--- src/rtl/usb_ep_pkg.sv ---
package usb_ep_pkg;

  localparam int WORD_W  = 8;
  localparam int FLAG_N  = 4;

  // bit positions of the status word
  localparam int P_DIR   = 7;
  localparam int P_RSV   = 6;
  localparam int P_STREQ = 5;
  localparam int P_TXRDY = 4;
  localparam int P_SCF   = 3;
  localparam int P_SETUP = 2;
  localparam int P_OUTF  = 1;
  localparam int P_TXDN  = 0;

  localparam logic [WORD_W-1:0] RW_MASK =
    (WORD_W'(1) << P_DIR) | (WORD_W'(1) << P_STREQ) | (WORD_W'(1) << P_TXRDY);
  localparam logic [WORD_W-1:0] SETUP_WORD = WORD_W'(1) << P_SETUP;

  typedef enum logic [1:0] {
    EP_CTRL = 2'b00,
    EP_BULK = 2'b01,
    EP_INTR = 2'b10,
    EP_ISO  = 2'b11
  } ep_kind_t;

  typedef enum logic [1:0] {
    TK_OUT   = 2'b00,
    TK_IN    = 2'b01,
    TK_SETUP = 2'b10,
    TK_IDLE  = 2'b11
  } tok_t;

  typedef enum logic [1:0] {
    HS_ACK   = 2'b00,
    HS_NAK   = 2'b01,
    HS_STALL = 2'b10,
    HS_NONE  = 2'b11
  } hs_t;

  // one flag bit: hardware set beats hardware clear beats software clear
  function automatic logic flag_step(logic cur, logic sw_clr, logic hw_set, logic hw_clr);
    if (hw_set)      return 1'b1;
    else if (hw_clr) return 1'b0;
    else if (sw_clr) return 1'b0;
    else             return cur;
  endfunction

  // handshake choice for one token
  function automatic hs_t choose_hs(ep_kind_t kind, tok_t tok, logic stall_req,
                                    logic out_pend, logic tx_ready);
    if (kind == EP_ISO || tok == TK_IDLE) return HS_NONE;
    if (tok == TK_SETUP)                  return (kind == EP_CTRL) ? HS_ACK : HS_NONE;
    if (stall_req)                        return HS_STALL;
    if (tok == TK_OUT && out_pend)        return HS_NAK;
    if (tok == TK_IN && !tx_ready)        return HS_NAK;
    return HS_ACK;
  endfunction

endpackage

--- src/rtl/ep_event_decode.sv ---
module ep_event_decode
  import usb_ep_pkg::*;
(
  input  logic [1:0] ep_type,
  input  logic       stall_req,
  input  logic       ev_setup,
  input  logic       ev_out,
  input  logic       ev_in_sent,
  input  logic       ev_in_ack,
  input  logic       ev_crc_err,
  input  logic       ev_stall_sent,
  output logic       setup_hit,
  output logic       out_hit,
  output logic       txdone_hit,
  output logic       scf_set,
  output logic       scf_clr
);

  ep_kind_t kind;
  logic     is_iso;

  always_comb begin
    kind       = ep_kind_t'(ep_type);
    is_iso     = (kind == EP_ISO);
    setup_hit  = ev_setup && (kind == EP_CTRL);
    out_hit    = ev_out;
    txdone_hit = is_iso ? ev_in_sent : ev_in_ack;
    if (is_iso) begin
      scf_set = ev_crc_err;
      scf_clr = ev_out;
    end else begin
      scf_set = ev_stall_sent && stall_req;
      scf_clr = 1'b0;
    end
  end

endmodule

--- src/rtl/ep_reg_next.sv ---
module ep_reg_next
  import usb_ep_pkg::*;
(
  input  logic [WORD_W-1:0] cur,
  input  logic              wr_en,
  input  logic [WORD_W-1:0] wr_data,
  input  logic              setup_hit,
  input  logic              out_hit,
  input  logic              txdone_hit,
  input  logic              scf_set,
  input  logic              scf_clr,
  output logic [WORD_W-1:0] nxt
);

  logic [WORD_W-1:0] ctrl_part;
  logic [FLAG_N-1:0] sw_clr;
  logic [FLAG_N-1:0] hw_set;
  logic [FLAG_N-1:0] hw_clr;
  logic [FLAG_N-1:0] flags_nxt;

  always_comb begin
    ctrl_part = wr_en ? (wr_data & RW_MASK) : (cur & RW_MASK);
    if (txdone_hit) ctrl_part[P_TXRDY] = 1'b0;
    sw_clr = wr_en ? ~wr_data[FLAG_N-1:0] : '0;
    hw_set = '0;
    hw_clr = '0;
    hw_set[P_SCF]  = scf_set;
    hw_clr[P_SCF]  = scf_clr;
    hw_set[P_OUTF] = out_hit;
    hw_set[P_TXDN] = txdone_hit;
  end

  for (genvar i = 0; i < FLAG_N; i++) begin : g_flag
    assign flags_nxt[i] = flag_step(cur[i], sw_clr[i], hw_set[i], hw_clr[i]);
  end

  always_comb begin
    if (setup_hit) nxt = SETUP_WORD;
    else           nxt = {ctrl_part[WORD_W-1:FLAG_N], flags_nxt};
  end

endmodule

--- src/rtl/ep_handshake.sv ---
module ep_handshake
  import usb_ep_pkg::*;
(
  input  logic [1:0] ep_type,
  input  logic [1:0] tok_kind,
  input  logic       stall_req,
  input  logic       out_pend,
  input  logic       tx_ready,
  output logic [1:0] hs
);

  hs_t pick;

  always_comb begin
    pick = choose_hs(ep_kind_t'(ep_type), tok_t'(tok_kind), stall_req, out_pend, tx_ready);
    hs   = pick;
  end

endmodule

--- src/rtl/usb_ep_ctrl.sv ---
module usb_ep_ctrl
  import usb_ep_pkg::*;
(
  input  logic              clk,
  input  logic              rst_n,
  input  logic              wr_en,
  input  logic [WORD_W-1:0] wr_data,
  output logic [WORD_W-1:0] rd_data,
  input  logic              irq_en,
  input  logic [1:0]        ep_type,
  input  logic [1:0]        tok_kind,
  input  logic              ev_setup,
  input  logic              ev_out,
  input  logic              ev_in_sent,
  input  logic              ev_in_ack,
  input  logic              ev_crc_err,
  input  logic              ev_stall_sent,
  output logic [1:0]        hs,
  output logic              in_avail,
  output logic              irq
);

  logic [WORD_W-1:0] word_q;
  logic [WORD_W-1:0] word_d;

  // named internal events, visible to the checker
  logic setup_hit;
  logic out_hit;
  logic txdone_hit;
  logic scf_set;
  logic scf_clr;

  ep_event_decode u_dec (
    .ep_type      (ep_type),
    .stall_req    (word_q[P_STREQ]),
    .ev_setup     (ev_setup),
    .ev_out       (ev_out),
    .ev_in_sent   (ev_in_sent),
    .ev_in_ack    (ev_in_ack),
    .ev_crc_err   (ev_crc_err),
    .ev_stall_sent(ev_stall_sent),
    .setup_hit    (setup_hit),
    .out_hit      (out_hit),
    .txdone_hit   (txdone_hit),
    .scf_set      (scf_set),
    .scf_clr      (scf_clr)
  );

  ep_reg_next u_nxt (
    .cur       (word_q),
    .wr_en     (wr_en),
    .wr_data   (wr_data),
    .setup_hit (setup_hit),
    .out_hit   (out_hit),
    .txdone_hit(txdone_hit),
    .scf_set   (scf_set),
    .scf_clr   (scf_clr),
    .nxt       (word_d)
  );

  ep_handshake u_hs (
    .ep_type  (ep_type),
    .tok_kind (tok_kind),
    .stall_req(word_q[P_STREQ]),
    .out_pend (word_q[P_OUTF]),
    .tx_ready (word_q[P_TXRDY]),
    .hs       (hs)
  );

  always_ff @(posedge clk) begin
    if (!rst_n) word_q <= '0;
    else        word_q <= word_d;
  end

  assign rd_data  = word_q;
  assign in_avail = word_q[P_TXRDY];
  assign irq      = irq_en && (|word_q[FLAG_N-1:0]);

endmodule

--- config.mk ---
export PLATFORM = sky130hd
export DESIGN_NAME = usb_ep_ctrl
export DESIGN_NICKNAME = d
export VERILOG_FILES = /design/src/rtl/usb_ep_pkg.sv /design/src/rtl/ep_event_decode.sv /design/src/rtl/ep_reg_next.sv /design/src/rtl/ep_handshake.sv /design/src/rtl/usb_ep_ctrl.sv
export SDC_FILE = /design/constraint.sdc
export NUM_CORES = 1
export LEC_CHECK = 0
export ABC_CLOCK_PERIOD_IN_PS = 1300
export BUFFER_PORTS_ARGS = -buffer_cell sky130_fd_sc_hd__buf_4
export CAP_MARGIN = 5
export CORE_AREA = 5 5 42 44
export DETAILED_ROUTE_END_ITERATION = 16
export DIE_AREA = 0 0 47 49
export GPL_ROUTABILITY_DRIVEN = 0
export SLEW_MARGIN = 5
export SYNTH_ARGS = -nofsm -noshare
export SYNTH_HDL_FRONTEND = slang
export SYNTH_SLANG_ARGS = --single-unit
--- constraint.sdc ---
create_clock -name clk -period 1.3 [get_ports clk]
set_clock_uncertainty 0.2 [all_clocks]
set_input_delay 0.065 -clock clk [delete_from_list [all_inputs] [get_ports clk]]
set_output_delay 0.065 -clock clk [all_outputs]
set_load 0.01 [all_outputs]
==> results of run 1 <==
[logic make-up after synthesis]
| kind of cell | Yosys count | synth area share [%] |
|---|---|---|
| AOI/OAI and AO/OA | 12 | 20.98 |
| and+or+nand+nor | 12 | 20.99 |
| DFF | 7 | 36.72 |
| buffers and inverters | 6 | 9.837 |
| muxes | 4 | 10.49 |
| other | 1 | 0.9827 |
[cell usage in the layout, fill, tap and decap left out, types with 2 or more instances in the layout]
cell type | netlist | routed
sky130_fd_sc_hd__a21oi_1 | 3 | 3
sky130_fd_sc_hd__buf_4 | 4 | 33
sky130_fd_sc_hd__clkbuf_4 | 0 | 3
sky130_fd_sc_hd__dfxtp_1 | 7 | 4
sky130_fd_sc_hd__dfxtp_2 | 0 | 3
sky130_fd_sc_hd__dlygate4sd3_1 | 0 | 14
sky130_fd_sc_hd__inv_1 | 2 | 2
sky130_fd_sc_hd__mux2i_1 | 4 | 4
sky130_fd_sc_hd__nand2_1 | 2 | 2
sky130_fd_sc_hd__nor2_1 | 2 | 2
sky130_fd_sc_hd__o21ai_0 | 3 | 3
sky130_fd_sc_hd__o31a_1 | 2 | 2
[final timing paths]
check	endpoint	from	cells after the start	slack, ns
setup / recovery	hs[0]	rd_data[4]$_SDFFE_PP0P_	4	-0.12
hold / removal	rd_data[2]$_SDFFE_PN0P_	ep_type[0]	3	-0.03
setup reg to reg	rd_data[4]$_SDFFE_PP0P_	rd_data[4]$_SDFFE_PP0P_	3	0.34
hold reg to reg	rd_data[2]$_SDFFE_PN0P_	rd_data[2]$_SDFFE_PN0P_	2	0.31
[cell usage after synthesis, drive strengths merged]
cell | instances | area, sq um
or2b | 1 | 7.510
nand2 | 2 | 7.510
inv | 2 | 7.510
o21ai | 3 | 15.01
o211ai | 1 | 7.510
conb | 1 | 3.750
or4b | 1 | 13.76
mux2i | 4 | 40.04
a21oi | 3 | 15.01
a21boi | 1 | 7.510
nor2 | 2 | 7.510
o41a | 1 | 11.26
a31oi | 1 | 6.260
and2 | 1 | 8.760
o31a | 2 | 17.52
dfxtp | 7 | 140.1
nand3b | 1 | 7.510
buf | 4 | 30.03
nand3 | 1 | 5.000
or3b | 1 | 8.760
nor3b | 1 | 7.510
nand2b | 1 | 6.260
[worst max-delay path: cells and delay by family (launching register included)]
family / cells / cell delay (ns)
simple gates: 1 / 0.22
buf+inv: 1 / 0.11
compound gates: 2 / 0.25
flops: 1 / 0.32
[power by group through the flow]
stage                     combinational, W  sequential, W  clock [W]
after global placement            0.000148       0.000243          0
after CTS                         0.000186       0.000239   0.000207
final                             0.000186       0.000239   0.000202
after global routing              0.000203       0.000240   0.000218
after detailed placement          0.000150       0.000243          0
after floorplan                  0.0000605       0.000245          0
[timing repair]
item,4_1_cts,5_1_grt
endpoints found under the setup margin,3,3
gates resized for setup,2,1
pin swaps,0,1
hold endpoints to repair,7,1
buffers inserted,1,0
[stage by stage]
stage / setup WS, ns / instances / utilization [%] / TNS (ns)
after floorplan: 0.1985 / 42 / - / 0
after global placement: 0.06757 / 86 / 43.66 / 0
after detailed placement: 0.06121 / 86 / 43.66 / 0
after CTS: -0.1157 / 105 / 56.25 / -0.2204
after global routing: -0.1603 / 105 / 56.34 / -0.2889
final: -0.1185 / 105 / 56.34 / -0.2124
[metal layers]
| metal | vias up | global-route usage (%) | wire, um |
|---|---|---|---|
| li1 | 244 | - | - |
| met1 | 205 | 12.20 | 447 |
| met2 | 21 | 21.95 | 689 |
| met3 | 2 | 6.642 | 117 |
| met4 | 0 | 2.765 | 7 |
| met5 | - | 0 | 0 |
[cell type report]
type	instances	area, sq um	area share, %
Timing Repair Buffer	47	387.9	49.13
Sequential cell	7	143.9	18.23
Clock buffer	4	26.28	3.328
Multi-Input combinational cell	29	203.9	25.83
Tap cell	16	20.02	2.536
Inverter	2	7.507	0.9509
==> impl_summary.log, run 1 <==
[metrics] clock tree from TritonCTS: yes
[metrics] number of DRC markers in iteration 0: 2
[metrics] Cell Pwr Density: between 700 and 800 nW/um^2
[metrics] total number of vias: approximately 470
[metrics] power share of the sequential group: between 30% and 40%
[metrics] net load switching power: 0.0001600 W
[metrics] insertion delay of the later-clocked pin in the worst-skew pair: 0.25 ns
[metrics] Pwr Total: 0.0006272 W
[metrics] cell breakdown of the critical path: or2b_1 > a21oi_1 > o31a_1 > buf_4
[metrics] max-cap check violation count: 0
[metrics] clk sink count: 7
[metrics] arrival time at the worst endpoint: 1.15 ns
[metrics] drc violations: 0
[metrics] period utilisation layout: 109.1%
[metrics] final hold slack: -0.02783 ns
[metrics] filler cell count in the final layout: 138
[metrics] wire length of the first global-routing pass: approximately 2000 um
[metrics] pin count of the biggest net entering global routing: 7
[metrics] share of total power in the clock network: 32.2%
[metrics] warning count from the yosys run: 0
[metrics] final count of hold timing violations: 1
[metrics] number of antenna-violating nets in the routed design: 0
[metrics] total internal power: 0.0004672 W
[metrics] GRT overflow: 0
[metrics] Total Routed Length: between 1000 and 1500 um
[metrics] violations in the final reports: negative hold slack, negative setup slack
[metrics] flip-flop count of the largest register after layout: 7
[metrics] maximum root-to-sink buffer count: 2
[metrics] Setup crit end kind: primary output
[metrics] summed area of non-filler cells in the final layout: 789.5 sq um
[metrics] Tot GR Track Use: between 10% and 20%
[metrics] final-report setup violation count: 2
[metrics] least setup slack across all paths after layout: -0.1185 ns
[metrics] maximum clock rate: 0.7050 GHz
[metrics] Diodes inserted: 0
[metrics] starting density of the core: 27.23%
[metrics] post-synthesis instance area: 381.6 sq um
[metrics] minimum clock period: between 1 and 1.5 ns
[metrics] area of the die: 2303 sq um
[metrics] switching share of power: 25.50%
[metrics] routed wire length per instance: 12.01 um
[metrics] placed instance area: 611.8 sq um
[metrics] RSZ-0062 raised after global routing: yes
[metrics] length of the first detailed-routing pass in iterations: 3
[metrics] initial antenna violation count: 0
[metrics] Worst Hold Class: input pin to flop
[metrics] total leakage power: 0.3766 nW
[metrics] total clock buffers created by CTS: 3
[metrics] Mapped Cells: 42
[metrics] fraction of power consumed by combinational cells: ~30%
[metrics] core area: 1401 sq um
[metrics] fin. max-slew vios: 0
[metrics] via count of the first global-routing pass: 514
[metrics] root cell of the clock tree: sky130_fd_sc_hd__clkbuf_4
[metrics] post-CTS clock slew at the launch and capture registers of the worst setup and hold paths: around 0.05 ns
[metrics] status: complete, but fails checks
[metrics] proportion of synthesized chip area in sequential cells: 36.72%
[metrics] CP max FO: 2
[metrics] critical path start-end classification: flop to primary output
[metrics] Std-Cell Rows: 14
[metrics] Die Span X: 47 um
[metrics] vias per std cell: approximately 4.5
[metrics] critical-path cell with the highest stage delay: sky130_fd_sc_hd__dfxtp_2
[metrics] height of the chip: 49 um
[metrics] fraction of final layout cells with drive strength greater than 1: 46.07%
[metrics] count of state elements after synthesis: 7
[metrics] dpl hpwl: 933.7 um
[metrics] Worst setup SP type: flop
[metrics] peak ir drop on the vdd network: 0.6183 mV
[metrics] number of nets in the layout: 112
[metrics] number of buffers inserted by port buffering: 31
[metrics] data required time at the worst endpoint: around 1 ns
[metrics] unique cell type count in the Yosys netlist: 22
[metrics] Net Count, Synth: 64
[metrics] Area growth, synth to finish: 106.9%
[metrics] H-tree lvl count: 1
[metrics] count of hold buffers inserted by post-cts repair: 14
[metrics] mean instance size in the synthesized netlist: 9.086 sq um
[metrics] Ports: 34
[metrics] delay of the slowest cell on the worst path: 0.32 ns
Power figures use the tool's default switching activity.
==> inputs of run 2 (changes only) <==
--- a/config.mk
+++ b/config.mk
@@ -12,6 +12,7 @@
 export DETAILED_ROUTE_END_ITERATION = 16
 export DIE_AREA = 0 0 47 49
 export GPL_ROUTABILITY_DRIVEN = 0
+export RECOVER_POWER = 50
 export SLEW_MARGIN = 5
 export SYNTH_ARGS = -nofsm -noshare
 export SYNTH_HDL_FRONTEND = slang
==> run 2 against run 1 <==
- the run still ends with negative hold slack, negative setup slack left
- utilization fell by 0.89 points
- worst hold slack barely moved
- via count decreased by 0.21%
- sequential power barely moved
- sequential cell count stayed put
- maximum frequency hardly changed
- final cell count is the same
- setup slack better by 0.00089 ns
- combinational power fell by 2%
- sequential share of layout area is 0.13 points higher
- clock-buffer cell count stayed put
==> impl_summary.log, run 2 (synthesis results as in run 1) <==
[metrics] number of nets in the layout: 112
[metrics] Total Routed Length: 1284 um
[metrics] most used cells in the layout excluding fill and tap cells: sky130_fd_sc_hd__buf_4 (29), sky130_fd_sc_hd__dlygate4sd3_1 (14), sky130_fd_sc_hd__dfxtp_1 (5)
[metrics] flip-flop count of the largest register after layout: 7
[metrics] fraction of final layout cells with drive strength greater than 1: 41.57%
[metrics] CP max FO: 2
[metrics] starting density of the core: 27.23%
[metrics] Setup crit end kind: primary output
[metrics] most common library cell in the layout ignoring fill and taps: sky130_fd_sc_hd__buf_4
[metrics] total clock buffers created by CTS: 3
[metrics] terminus of the critical flop-to-flop path: rd_data[4]$_SDFFE_PP0P_
[metrics] Tot GR Track Use: between 10% and 20%
[metrics] status: complete, but fails checks
[metrics] Setup crit start: rd_data[4]$_SDFFE_PP0P_
[metrics] setup_tns: -0.2158 ns
[metrics] wire length of the first global-routing pass: 2035 um
[metrics] maximum root-to-sink buffer count: 2
[metrics] number of antenna-violating nets in the routed design: 0
[metrics] number of DRC markers in iteration 0: 2
[metrics] data required time at the worst endpoint: 1.03 ns
[metrics] Cell Pwr Density: 800.6 nW/um^2
[metrics] count of hold buffers inserted by post-cts repair: 14
[metrics] final count of hold timing violations: 1
[metrics] minimum clock period: 1.418 ns
[metrics] startpoint of the most critical register-to-register path: rd_data[4]$_SDFFE_PP0P_
[metrics] Ports: 34
[metrics] least setup slack across all paths after layout: -0.1176 ns
[metrics] worst slack at placement: ~0.061 ns
[metrics] height of the chip: 49 um
[metrics] pin count of the biggest net entering global routing: 7
[metrics] Worst setup SP type: flop
[metrics] via count of the first global-routing pass: 514
[metrics] Std-Cell Rows: 14
[metrics] routed wire length per instance: around 12 um
[metrics] total leakage power: 0.3638 nW
[metrics] initial antenna violation count: 0
[metrics] final hold slack: -0.02779 ns
[metrics] clk sink count: 7
[metrics] period utilisation layout: 109.0%
[metrics] number of buffers inserted by port buffering: 31
[metrics] Die Span X: 47 um
[metrics] fin. max-slew vios: 0
[metrics] path depth of the worst reg2reg path: 3
[metrics] insertion delay of the later-clocked pin in the worst-skew pair: 0.25 ns
[metrics] critical path capture point: hs[0]
[metrics] violations in the final reports: negative hold slack, negative setup slack
[metrics] core area: 1401 sq um
[metrics] max-cap check violation count: 0
[metrics] H-tree lvl count: 1
[metrics] critical path start-end classification: flop to primary output
[metrics] Area growth, synth to finish: 103.6%
[metrics] clock tree from TritonCTS: yes
[metrics] vias per std cell: around 4.5
[metrics] GRT overflow: 0
[metrics] Diodes inserted: 0
[metrics] Worst Hold Class: input pin to flop
[metrics] length of the first detailed-routing pass in iterations: 3
[metrics] Register-to-Register Setup Slack: 0.34 ns
[metrics] drc violations: 0
[metrics] arrival time at the worst endpoint: 1.15 ns
[metrics] final-report setup violation count: 2
[metrics] root cell of the clock tree: sky130_fd_sc_hd__clkbuf_4
[metrics] filler cell count in the final layout: roughly 150
[metrics] peak ir drop on the vdd network: 0.6179 mV
[metrics] post-CTS clock slew at the launch and capture registers of the worst setup and hold paths: approximately 0.050 ns
[metrics] maximum clock rate: just over 0.7 GHz
[metrics] area of the die: ~2300 sq um
[metrics] dpl hpwl: 933.7 um
[metrics] Pwr Total: 0.0006220 W
[metrics] RSZ-0062 raised after global routing: yes
[metrics] total number of vias: 471
run 2: cell type report:
type,instances,area [sq um],share of cell area [%]
Clock buffer,4,26.28,3.382
Inverter,2,7.507,0.9662
Multi-Input combinational cell,29,203.9,26.25
Sequential cell,7,142.6,18.36
Tap cell,16,20.02,2.576
Timing Repair Buffer,47,376.6,48.47
run 2: where the power goes:
| part | leakage [nW] | switching, W | internal (W) |
|---|---|---|---|
| clock network | 0.0150 | 0.0000843 | 0.000117 |
| logic | 0.290 | 0.0000655 | 0.000117 |
| registers | 0.0585 | 0.00000998 | 0.000228 |
| total | 0.364 | 0.000160 | 0.000462 |
run 2: worst min path at each step:
stage / cells past startpoint / startpoint / endpoint
after floorplan: 2 / ev_out / rd_data[1]$_SDFFE_PP0P_
after global placement: 3 / wr_data[5] / rd_data[5]$_SDFFE_PP0P_
after detailed placement: 3 / wr_data[5] / rd_data[5]$_SDFFE_PP0P_
after CTS: 3 / ep_type[0] / rd_data[2]$_SDFFE_PN0P_
after global routing: 3 / ep_type[0] / rd_data[2]$_SDFFE_PN0P_
final: 3 / ep_type[0] / rd_data[2]$_SDFFE_PN0P_
run 2: critical path, stage by stage, from the launching register on:
cell and delay [ns]:
sky130_fd_sc_hd__dfxtp_2 0.32, sky130_fd_sc_hd__or2b_1 0.22, sky130_fd_sc_hd__a21oi_1 0.12, sky130_fd_sc_hd__o31a_1 0.13
sky130_fd_sc_hd__buf_4 0.11
run 2: per-layer routing:
layer / GRT usage (%) / vias to the layer above / part of all wire (%)
li1: - / 243 / -
met2: 21.95 / 22 / 55
met5: 0 / - / 0
met4: 2.765 / 0 / 0
met3: 6.642 / 0 / 8.5
met1: 12.20 / 206 / 37
run 2: timing repair:
| action | 4_1_cts | 5_1_grt |
|---|---|---|
| hold endpoints to repair | 7 | 1 |
| setup endpoints to repair | 3 | 3 |
| setup buffers | 1 | 0 |
| pin swaps | 0 | 1 |
| gates resized for setup | 2 | 1 |
run 2: through the flow:
step	hold slack, ns	util, %	area (sq um)	instances
2_1_floorplan	-0.005532	-	381.6	42
3_3_place_gp	0.1002	43.66	611.8	86
3_5_place_dp	0.1084	43.66	611.8	86
4_1_cts	-0.03088	56.25	788.3	105
5_1_grt	-0.008830	55.45	777.0	105
6_report	-0.02779	55.45	777.0	105
==> inputs of run 3 (changes only) <==
--- a/config.mk
+++ b/config.mk
@@ -5,13 +5,15 @@
 export SDC_FILE = /design/constraint.sdc
 export NUM_CORES = 1
 export LEC_CHECK = 0
+export ABC_AREA = 0
 export ABC_CLOCK_PERIOD_IN_PS = 1300
 export BUFFER_PORTS_ARGS = -buffer_cell sky130_fd_sc_hd__buf_4
 export CAP_MARGIN = 5
-export CORE_AREA = 5 5 42 44
+export CORE_AREA = 2 2 39 41
 export DETAILED_ROUTE_END_ITERATION = 16
-export DIE_AREA = 0 0 47 49
+export DIE_AREA = 0 0 41 43
 export GPL_ROUTABILITY_DRIVEN = 0
+export MAX_ROUTING_LAYER = met4
 export RECOVER_POWER = 50
 export SLEW_MARGIN = 5
 export SYNTH_ARGS = -nofsm -noshare
==> run 3 against run 2 <==
- the flow still finishes with violations (negative hold slack, negative setup slack)
- final cell count rose by 1.9%
- non-clock buffer count rose by 2
- combinational power rose by 8%
- sequential power barely moved
- critical path depth fell by 2
- global-route usage rose by 3.1 points
- first-iteration DRC count fell by 50%
- die area fell by 23%
- utilization rose by 3.6 points
- via count rose by 1.3%
- critical endpoint is now irq
- largest cell class unchanged
- largest power group unchanged
==> impl_summary.log, run 3 (synthesis results as in run 1) <==
[metrics] delay of the slowest cell on the worst path: 0.44 ns
[metrics] fin. max-slew vios: 0
[metrics] number of DRC markers in iteration 0: 1
[metrics] total clock buffers created by CTS: 3
[metrics] drc violations: 0
[metrics] total internal power: 0.0004742 W
[metrics] Std-Cell Rows: 14
[metrics] Area growth, synth to finish: 114.1%
[metrics] RSZ-0062 raised after global routing: yes
[metrics] status: complete, but fails checks
[metrics] number of antenna-violating nets in the routed design: 0
[metrics] clk sink count: 7
[metrics] post-CTS clock slew at the launch and capture registers of the worst setup and hold paths: 0.06 ns
[metrics] CP max FO: 2
[metrics] max-cap check violation count: 0
[metrics] Worst setup SP type: flop
[metrics] DRT met1 WL: around 480 um
[metrics] total number of vias: 477
[metrics] fraction of final layout cells with drive strength greater than 1: between 50% and 60%
[metrics] number of nets in the layout: 114
[metrics] insertion delay of the later-clocked pin in the worst-skew pair: 0.25 ns
[metrics] height of the chip: 43 um
[metrics] total met3 wirelength after detailed routing: 83 um
[metrics] placed instance area: 604.3 sq um
[metrics] starting density of the core: about 28%
[metrics] Tot GR Track Use: 15.48%
[metrics] dpl hpwl: 861.5 um
[metrics] switching share of power: 25.02%
[metrics] power share of the sequential group: 37.5%
[metrics] Setup crit start: rd_data[3]$_SDFFE_PP0P_
[metrics] filler cell count in the final layout: between 100 and 150
[metrics] CP top delay family: compound AO/OA/AOI/OAI gates
[metrics] GRT overflow: 0
[metrics] Worst Hold Class: input pin to flop
[metrics] least setup slack across all paths after layout: -0.1030 ns
[metrics] data required time at the worst endpoint: 1.03 ns
[metrics] maximum clock rate: between 0.7 and 0.8 GHz
[metrics] Setup crit end kind: primary output
[metrics] final hold slack: -0.02717 ns
[metrics] Ports: 34
[metrics] startpoint of the most critical register-to-register path: rd_data[5]$_SDFFE_PP0P_
[metrics] cell count after placement: 85
[metrics] clock tree from TritonCTS: yes
[metrics] root cell of the clock tree: sky130_fd_sc_hd__clkbuf_4
[metrics] peak ir drop on the vdd network: between 0.3 and 0.4 mV
[metrics] violations in the final reports: negative hold slack, negative setup slack
[metrics] Cell Pwr Density: slightly below 800 nW/um^2
[metrics] net load switching power: approximately 0.00016 W
[metrics] Diodes inserted: 0
[metrics] Die Span X: 41 um
[metrics] min-delay src: ep_type[0]
[metrics] cell breakdown of the critical path: o41a_1 > buf_6
[metrics] summed area of non-filler cells in the final layout: 817.0 sq um
[metrics] minimum clock period: 1.403 ns
[metrics] critical-path cell with the highest stage delay: sky130_fd_sc_hd__o41a_1
[metrics] core area: 1384 sq um
[metrics] highest layer used for signal routing: met4
[metrics] routed wire length per instance: around 11 um
[metrics] most common library cell in the layout ignoring fill and taps: sky130_fd_sc_hd__buf_4
[metrics] final count of hold timing violations: 2
[metrics] length of the first detailed-routing pass in iterations: 2
[metrics] filler-free cell count of the finished design: 107
[metrics] initial antenna violation count: 0
[metrics] total leakage power: roughly 0.39 nW
[metrics] critical path start-end classification: flop to primary output
[metrics] Total Routed Length: about 1200 um
[metrics] flip-flop count of the largest register after layout: 7
[metrics] fraction of power consumed by combinational cells: 31.1%
[metrics] area of the die: 1763 sq um
[metrics] setup_tns: -0.1938 ns
[metrics] via count of the first global-routing pass: 451
[metrics] period utilisation layout: 107.9%
[metrics] H-tree lvl count: 1
[metrics] final-report setup violation count: 2
[metrics] maximum root-to-sink buffer count: 2
[metrics] detailed-routed wire length on met2: 640 um
[metrics] vias per std cell: 4.458
[metrics] CP bufs+invs: 1
[metrics] number of buffers inserted by port buffering: 31
[metrics] Pwr Total: between 0.0006 and 0.0007 W
[metrics] wire length of the first global-routing pass: 1731 um
[metrics] most used cells in the layout excluding fill and tap cells: sky130_fd_sc_hd__buf_4 (34), sky130_fd_sc_hd__dlygate4sd3_1 (14), sky130_fd_sc_hd__mux2i_1 (4), sky130_fd_sc_hd__dfxtp_2 (4)
[metrics] pin count of the biggest net entering global routing: 7
[metrics] share of total power in the clock network: 31.4%
[metrics] arrival time at the worst endpoint: around 1.1 ns
## run 3: metal layers
layer | vias up | track usage [%]
li1 | 243 | -
met1 | 214 | 15.91
met2 | 18 | 24.06
met3 | 2 | 4.712
met4 | 0 | 10.00
met5 | - | -
## run 3: final timing paths
check / end / cells after the start / slack [ns]
worst max register to register: rd_data[5]$_SDFFE_PP0P_ / 3 / 0.34
worst min register to register: rd_data[2]$_SDFFE_PN0P_ / 2 / 0.29
worst min-delay path: rd_data[2]$_SDFFE_PN0P_ / 3 / -0.03
worst max-delay path: irq / 2 / -0.10
## run 3: per-stage QoR
stage,utilization [%],setup slack (ns)
2_1_floorplan,-,0.1985
3_3_place_gp,43.67,0.06859
3_5_place_dp,43.67,0.06279
4_1_cts,57.69,-0.1071
5_1_grt,59.04,-0.1706
6_report,59.04,-0.1030
## run 3: worst reg2reg max path, cell delays in order (launching register included)
cell and delay (ns):
sky130_fd_sc_hd__dfxtp_4 0.35, sky130_fd_sc_hd__buf_4 0.13, sky130_fd_sc_hd__mux2i_1 0.12, sky130_fd_sc_hd__nor2_1 0.05
## run 3: repair_timing
item / CTS / global route
pin swaps: 1 / 2
buffers inserted: 3 / 1
hold endpoints to repair: 7 / 0
endpoints found under the setup margin: 3 / 3
gates resized for setup: 4 / 4
hold buffers: 14 / 0
## run 3: final cells by class
class / count / area [sq um] / share of cell area (%)
timing repair buffer: 49 / 406.6 / 49.77
multi-input combinational: 29 / 207.7 / 25.42
clock buffer: 4 / 26.28 / 3.216
sequential: 7 / 148.9 / 18.22
tap: 16 / 20.02 / 2.450
inverter: 2 / 7.507 / 0.9188
## run 3: power groups by stage
stage	registers, W	logic, W	clock network, W
6_report	0.000237	0.000197	0.000198
5_1_grt	0.000238	0.000214	0.000215
4_1_cts	0.000238	0.000190	0.000206
3_5_place_dp	0.000243	0.000147	0
3_3_place_gp	0.000243	0.000145	0
2_1_floorplan	0.000245	0.0000605	0
